`config.mk`:
```
export PLATFORM = sky130hd
export DESIGN_NAME = ilk_stall_ctrl
export DESIGN_NICKNAME = d
export VERILOG_FILES = /design/src/rtl/ilk_pkg.sv /design/src/rtl/ilk_tag_pipe.sv /design/src/rtl/ilk_match.sv /design/src/rtl/ilk_stall_ctrl.sv
export SDC_FILE = /design/constraint.sdc
export NUM_CORES = 1
export LEC_CHECK = 0
export CAP_MARGIN = 5
export CORE_UTILIZATION = 50
export CTS_BUF_LIST = sky130_fd_sc_hd__clkbuf_16
export DETAILED_ROUTE_END_ITERATION = 12
export DONT_BUFFER_PORTS = 1
export MAX_ROUTING_LAYER = met4
export PLACE_DENSITY_LB_ADDON = 0.08
export SETUP_SLACK_MARGIN = 0.4
export SLEW_MARGIN = 10
export SYNTH_ARGS = -nofsm -noshare
export SYNTH_HDL_FRONTEND = slang
export SYNTH_SLANG_ARGS = --single-unit
```
`constraint.sdc`:
```
create_clock -name clk_i -period 2.5 [get_ports clk_i]
set_clock_uncertainty 0.1 [all_clocks]
set_input_delay 0 -clock clk_i [delete_from_list [all_inputs] [get_ports clk_i]]
set_output_delay 0 -clock clk_i [all_outputs]
set_load 0.005 [all_outputs]
```
`src/rtl/ilk_pkg.sv`:
```
package ilk_pkg;
  // stages whose pending register write can still be missed by a register-fetch read
  typedef enum int unsigned {
    STG_RF  = 0,
    STG_EX  = 1,
    STG_MEM = 2
  } ilk_stage_e;

  localparam int unsigned ILK_PROD_STAGES = 3;
endpackage

```
`src/rtl/ilk_tag_pipe.sv`:
```
module ilk_tag_pipe #(
  parameter int unsigned AW    = 3,
  parameter int unsigned DEPTH = 3
) (
  input  logic                     clk_i,
  input  logic                     rst_ni,
  input  logic                     in_vld_i,
  input  logic [AW-1:0]            in_rd_i,
  input  logic                     in_we_i,
  input  logic                     bubble_i,
  output logic [DEPTH-1:0]         vld_o,
  output logic [DEPTH-1:0][AW-1:0] rd_o,
  output logic [DEPTH-1:0]         we_o
);
  for (genvar g = 0; g < DEPTH; g++) begin : g_stg
    logic          nv, nwe, v_q, we_q;
    logic [AW-1:0] nrd, rd_q;

    if (g == 0) begin : g_head
      assign nv  = in_vld_i & ~bubble_i;
      assign nwe = in_vld_i & in_we_i & ~bubble_i;
      assign nrd = bubble_i ? '0 : in_rd_i;
    end else begin : g_body
      assign nv  = vld_o[g-1];
      assign nwe = we_o[g-1];
      assign nrd = rd_o[g-1];
    end

    always_ff @(posedge clk_i or negedge rst_ni) begin
      if (!rst_ni) begin
        v_q  <= 1'b0;
        we_q <= 1'b0;
        rd_q <= '0;
      end else begin
        v_q  <= nv;
        we_q <= nwe;
        rd_q <= nrd;
      end
    end

    assign vld_o[g] = v_q;
    assign we_o[g]  = we_q;
    assign rd_o[g]  = rd_q;
  end
endmodule

```
`src/rtl/ilk_match.sv`:
```
module ilk_match #(
  parameter int unsigned AW    = 3,
  parameter int unsigned DEPTH = 3
) (
  input  logic [AW-1:0]            rs1_i,
  input  logic                     rs1_use_i,
  input  logic [AW-1:0]            rs2_i,
  input  logic                     rs2_use_i,
  input  logic [DEPTH-1:0]         vld_i,
  input  logic [DEPTH-1:0][AW-1:0] rd_i,
  input  logic [DEPTH-1:0]         we_i,
  output logic [DEPTH-1:0]         hit_o
);
  for (genvar g = 0; g < DEPTH; g++) begin : g_cmp
    logic m1, m2;
    assign m1       = rs1_use_i & (rd_i[g] == rs1_i);
    assign m2       = rs2_use_i & (rd_i[g] == rs2_i);
    assign hit_o[g] = vld_i[g] & we_i[g] & (m1 | m2);
  end
endmodule

```
`src/rtl/ilk_stall_ctrl.sv`:
```
module ilk_stall_ctrl #(
  parameter  int unsigned NREGS = 8,
  parameter  int unsigned DEPTH = ilk_pkg::ILK_PROD_STAGES,
  localparam int unsigned AW    = $clog2(NREGS)
) (
  input  logic          clk_i,
  input  logic          rst_ni,
  input  logic          dec_valid_i,
  input  logic [AW-1:0] dec_rs1_i,
  input  logic          dec_rs1_use_i,
  input  logic [AW-1:0] dec_rs2_i,
  input  logic          dec_rs2_use_i,
  input  logic [AW-1:0] dec_rd_i,
  input  logic          dec_rd_we_i,
  input  logic          dec_mem_we_i,
  output logic          fetch_hold_o,
  output logic          dec_hold_o,
  output logic          rf_bubble_o,
  output logic          rf_valid_o,
  output logic [AW-1:0] rf_rd_o,
  output logic          rf_rd_we_o,
  output logic          rf_mem_we_o
);
  localparam int unsigned RF = int'(ilk_pkg::STG_RF);

  logic [DEPTH-1:0]         tag_vld, tag_we, hit;
  logic [DEPTH-1:0][AW-1:0] tag_rd;
  logic                     stall, rf_mem_we_q;

  ilk_tag_pipe #(.AW(AW), .DEPTH(DEPTH)) u_tags (
    .clk_i    (clk_i),
    .rst_ni   (rst_ni),
    .in_vld_i (dec_valid_i),
    .in_rd_i  (dec_rd_i),
    .in_we_i  (dec_rd_we_i),
    .bubble_i (stall),
    .vld_o    (tag_vld),
    .rd_o     (tag_rd),
    .we_o     (tag_we)
  );

  ilk_match #(.AW(AW), .DEPTH(DEPTH)) u_match (
    .rs1_i     (dec_rs1_i),
    .rs1_use_i (dec_rs1_use_i),
    .rs2_i     (dec_rs2_i),
    .rs2_use_i (dec_rs2_use_i),
    .vld_i     (tag_vld),
    .rd_i      (tag_rd),
    .we_i      (tag_we),
    .hit_o     (hit)
  );

  assign stall = dec_valid_i & (|hit);

  // memory enable only matters in register fetch onward; the datapath carries it further
  always_ff @(posedge clk_i or negedge rst_ni) begin
    if (!rst_ni) rf_mem_we_q <= 1'b0;
    else         rf_mem_we_q <= dec_valid_i & dec_mem_we_i & ~stall;
  end

  assign fetch_hold_o = stall;
  assign dec_hold_o   = stall;
  assign rf_bubble_o  = stall;
  assign rf_valid_o   = tag_vld[RF];
  assign rf_rd_o      = tag_rd[RF];
  assign rf_rd_we_o   = tag_we[RF];
  assign rf_mem_we_o  = rf_mem_we_q;
endmodule

```
==> metrics <==
status=finished, final reports clean; worst-path cell chain=xnor2_1 > nand4_1 > a21oi_4 > o31ai_4 > and2_1 > dlygate4sd3_1; DRC=0; Slew @ Worst Pin=703.1 ps; CTS tree=done; grt total ovfl=0; slowest CP cell=dlygate4sd3_1; number of global-route vias before repair=471; Mapped Cells=about 60; ant diodes=0; Skew-Pair Late Insertion Delay=240 ps; Synth top area share=0.5378; Critical Path Fanout Max=4; Total GRT Usage=0.2129; Synth cell types=12; first-pass GRT wire length=2.028 mm; Max VDD drop=0.4723 mV; proportion of layout cells with a drive suffix above 1=0.2059; RSZ-0062 raised after global routing=no; Synthesized Nets=75; top cells by count, synth=18 x xnor2_1, 16 x dfrtp_1, 5 x and2_1, 5 x buf_4, 5 x nand4_1; CP startpoint kind=flop; most instantiated library cell after synthesis=xnor2_1; MaxCap Viol Count=0; Yosys warnings=0; class of the worst hold path=in -> reg; NumNets Final=85; WHS=67.25 ps; synthesized area=around 740 sq um; WP buf/inv=1; P per Cell Area=slightly below 700 nW/um^2; Synth Register Bits=16; clk sinks=16; number of setup violations in the final report=0; # IOs=25; total CTS buffers=3; Reg-to-Reg Start=u_tags.g_stg[0].rd_q[0]$_DFF_PN0_; grt peak-use layer=met2; Post-Route WL=1.319 mm; core area=~1400 sq um; Max Clk Rate=487.5 MHz; Reg clk slew, reported paths=50 ps; initial DRC count=3; crit path time final=2051 ps; router iterations before antenna repair=2; Post-synth top flop=dfrtp_1; hold_sp=dec_rs2_use_i; H-tree depth=1; Setup crit start=u_tags.g_stg[0].rd_q[0]$_DFF_PN0_; Final Non-Filler Cells=83; Worst R2R Setup Slack=450 ps; Core Rows=13; largest area contributor in the netlist=dfrtp_1; Seq/Total Area, Yosys=0.5378; Vias=460; Post-synth EDFFs=0; DR vias/cell=around 5.5; Crit Path Category=reg -> reg; Area contributors post-synth=dfrtp_1 54%, xnor2_1 21%, buf_4 5.0%, and2_1 4.2%, nand4_1 4.2%; critical path required time=2520 ps; starting density of the core=0.5514; crit-path leading delay family=buffers and inverters; Period Utilization, post-route=0.8206; Lkg Pwr=about 0.37 nW; setup tns final=0 ps; DIE AREA=1647 sq um; IO buf count=0; Final Core Density=0.7099; initial antenna violation count=0; met2 usage=0.3730; Final Power=around 0.00067 W; clk root buf=clkbuf_16; Post-Place Cells=69; wire length per cell=15.89 microns; remaining antenna violation count=0; Slew Viols, Final=0; die height=40.59 microns; largest net degree at the start of global routing=17; CP Capture Type=flop; GR Util met1=0.2148; ys async rst share=1.000; Hold Vio Cnt, Final=0; Die Span X=40.59 microns; GP Congestion=0.7668; max_slew headroom=0.5297; Clock Path Buffers=2; Mean Syn Cell Area=12.62 sq um; P&R area growth vs syn=28.74%; CP max stage delay=540 ps; Worst Path Arrival=2070 ps; grt met3 use=0.06111
## registers in the layout, summed over array words and instances (netlist names)
signal,flops
u_tags.g_stg.we_q,3
rf_mem_we_o,1
u_tags.g_stg.rd_q,9
u_tags.g_stg.v_q,3
## placed cells by master, fill, tap and decap left out
cell type and instances:
xnor2_1 16, nand4_1 5, a21oi_4 3, clkinv_1 1, clkbuf_16 3, xnor2_2 2
dlygate4sd3_1 10, dfrtp_2 3, nand4_2 1, dfrtp_1 13, nand2_1 3, inv_1 1
nor4b_4 1, and2_1 5, o31ai_4 1
## layer usage
metal / routed length, microns / up-vias
met2: 704 / 20
li1: - / 213
met3: 88 / 4
met4: 13 / 0
met1: 512 / 223
met5: 0 / -
## worst register-to-register path, cell delays in order, from the launching register on
cell and delay [ps]:
dfrtp_2 430, xnor2_1 210, nand4_1 170, a21oi_4 220, o31ai_4 100, and2_1 160
dlygate4sd3_1 540
## area by class of cell
class,count,area [sq um]
clock inverters,1,3.754
flip-flops and latches,16,404.1
well taps,15,18.77
multi-input cells,37,352.8
fillers,102,391.6
clock buffers,3,75.07
repair buffers,10,100.1
inverters,1,3.754
## stage by stage
stage | area (sq um) | worst slack [ps]
global placement | 725.7 | 1002
global route | 958.4 | 385.6
detailed placement | 725.7 | 963.3
finish | 958.4 | 448.6
floorplan | 744.5 | 1111
CTS | 904.6 | 417.1
## report_power, final
group	leakage, nW	internal, W	switching (W)
Clock	0.0385	0.000212	0.0000927
Combinational	0.144	0.0000431	0.0000274
Sequential	0.189	0.000277	0.0000156
## final timing paths
path	to	cells after the start
setup / recovery	u_tags.g_stg[0].rd_q[2]$_DFF_PN0_	6
hold / removal	u_tags.g_stg[0].v_q$_DFF_PN0_	3
setup reg to reg	u_tags.g_stg[0].rd_q[2]$_DFF_PN0_	6
max in group asynchronous	u_tags.g_stg[0].rd_q[0]$_DFF_PN0_	1
min in group asynchronous	u_tags.g_stg[1].rd_q[0]$_DFF_PN0_	1
hold reg to reg	u_tags.g_stg[2].we_q$_DFF_PN0_	0
## kinds of logic after synthesis
family	count (synthesis)	synth area share
xor+xnor	18	0.2118
simple gates	15	0.1479
compound gates	4	0.04705
flops	16	0.5378
buf+inv	6	0.05546
## what timing repair did
action                                  in CTS  in global routing
setup buffers                                0                  0
resized for setup                            0                 10
endpoints found under the hold margin       22                  0
hold buffers                                10                  0
endpoints found under the setup margin       0                  3
No activity file was read; power rests on OpenSTA's default activity.
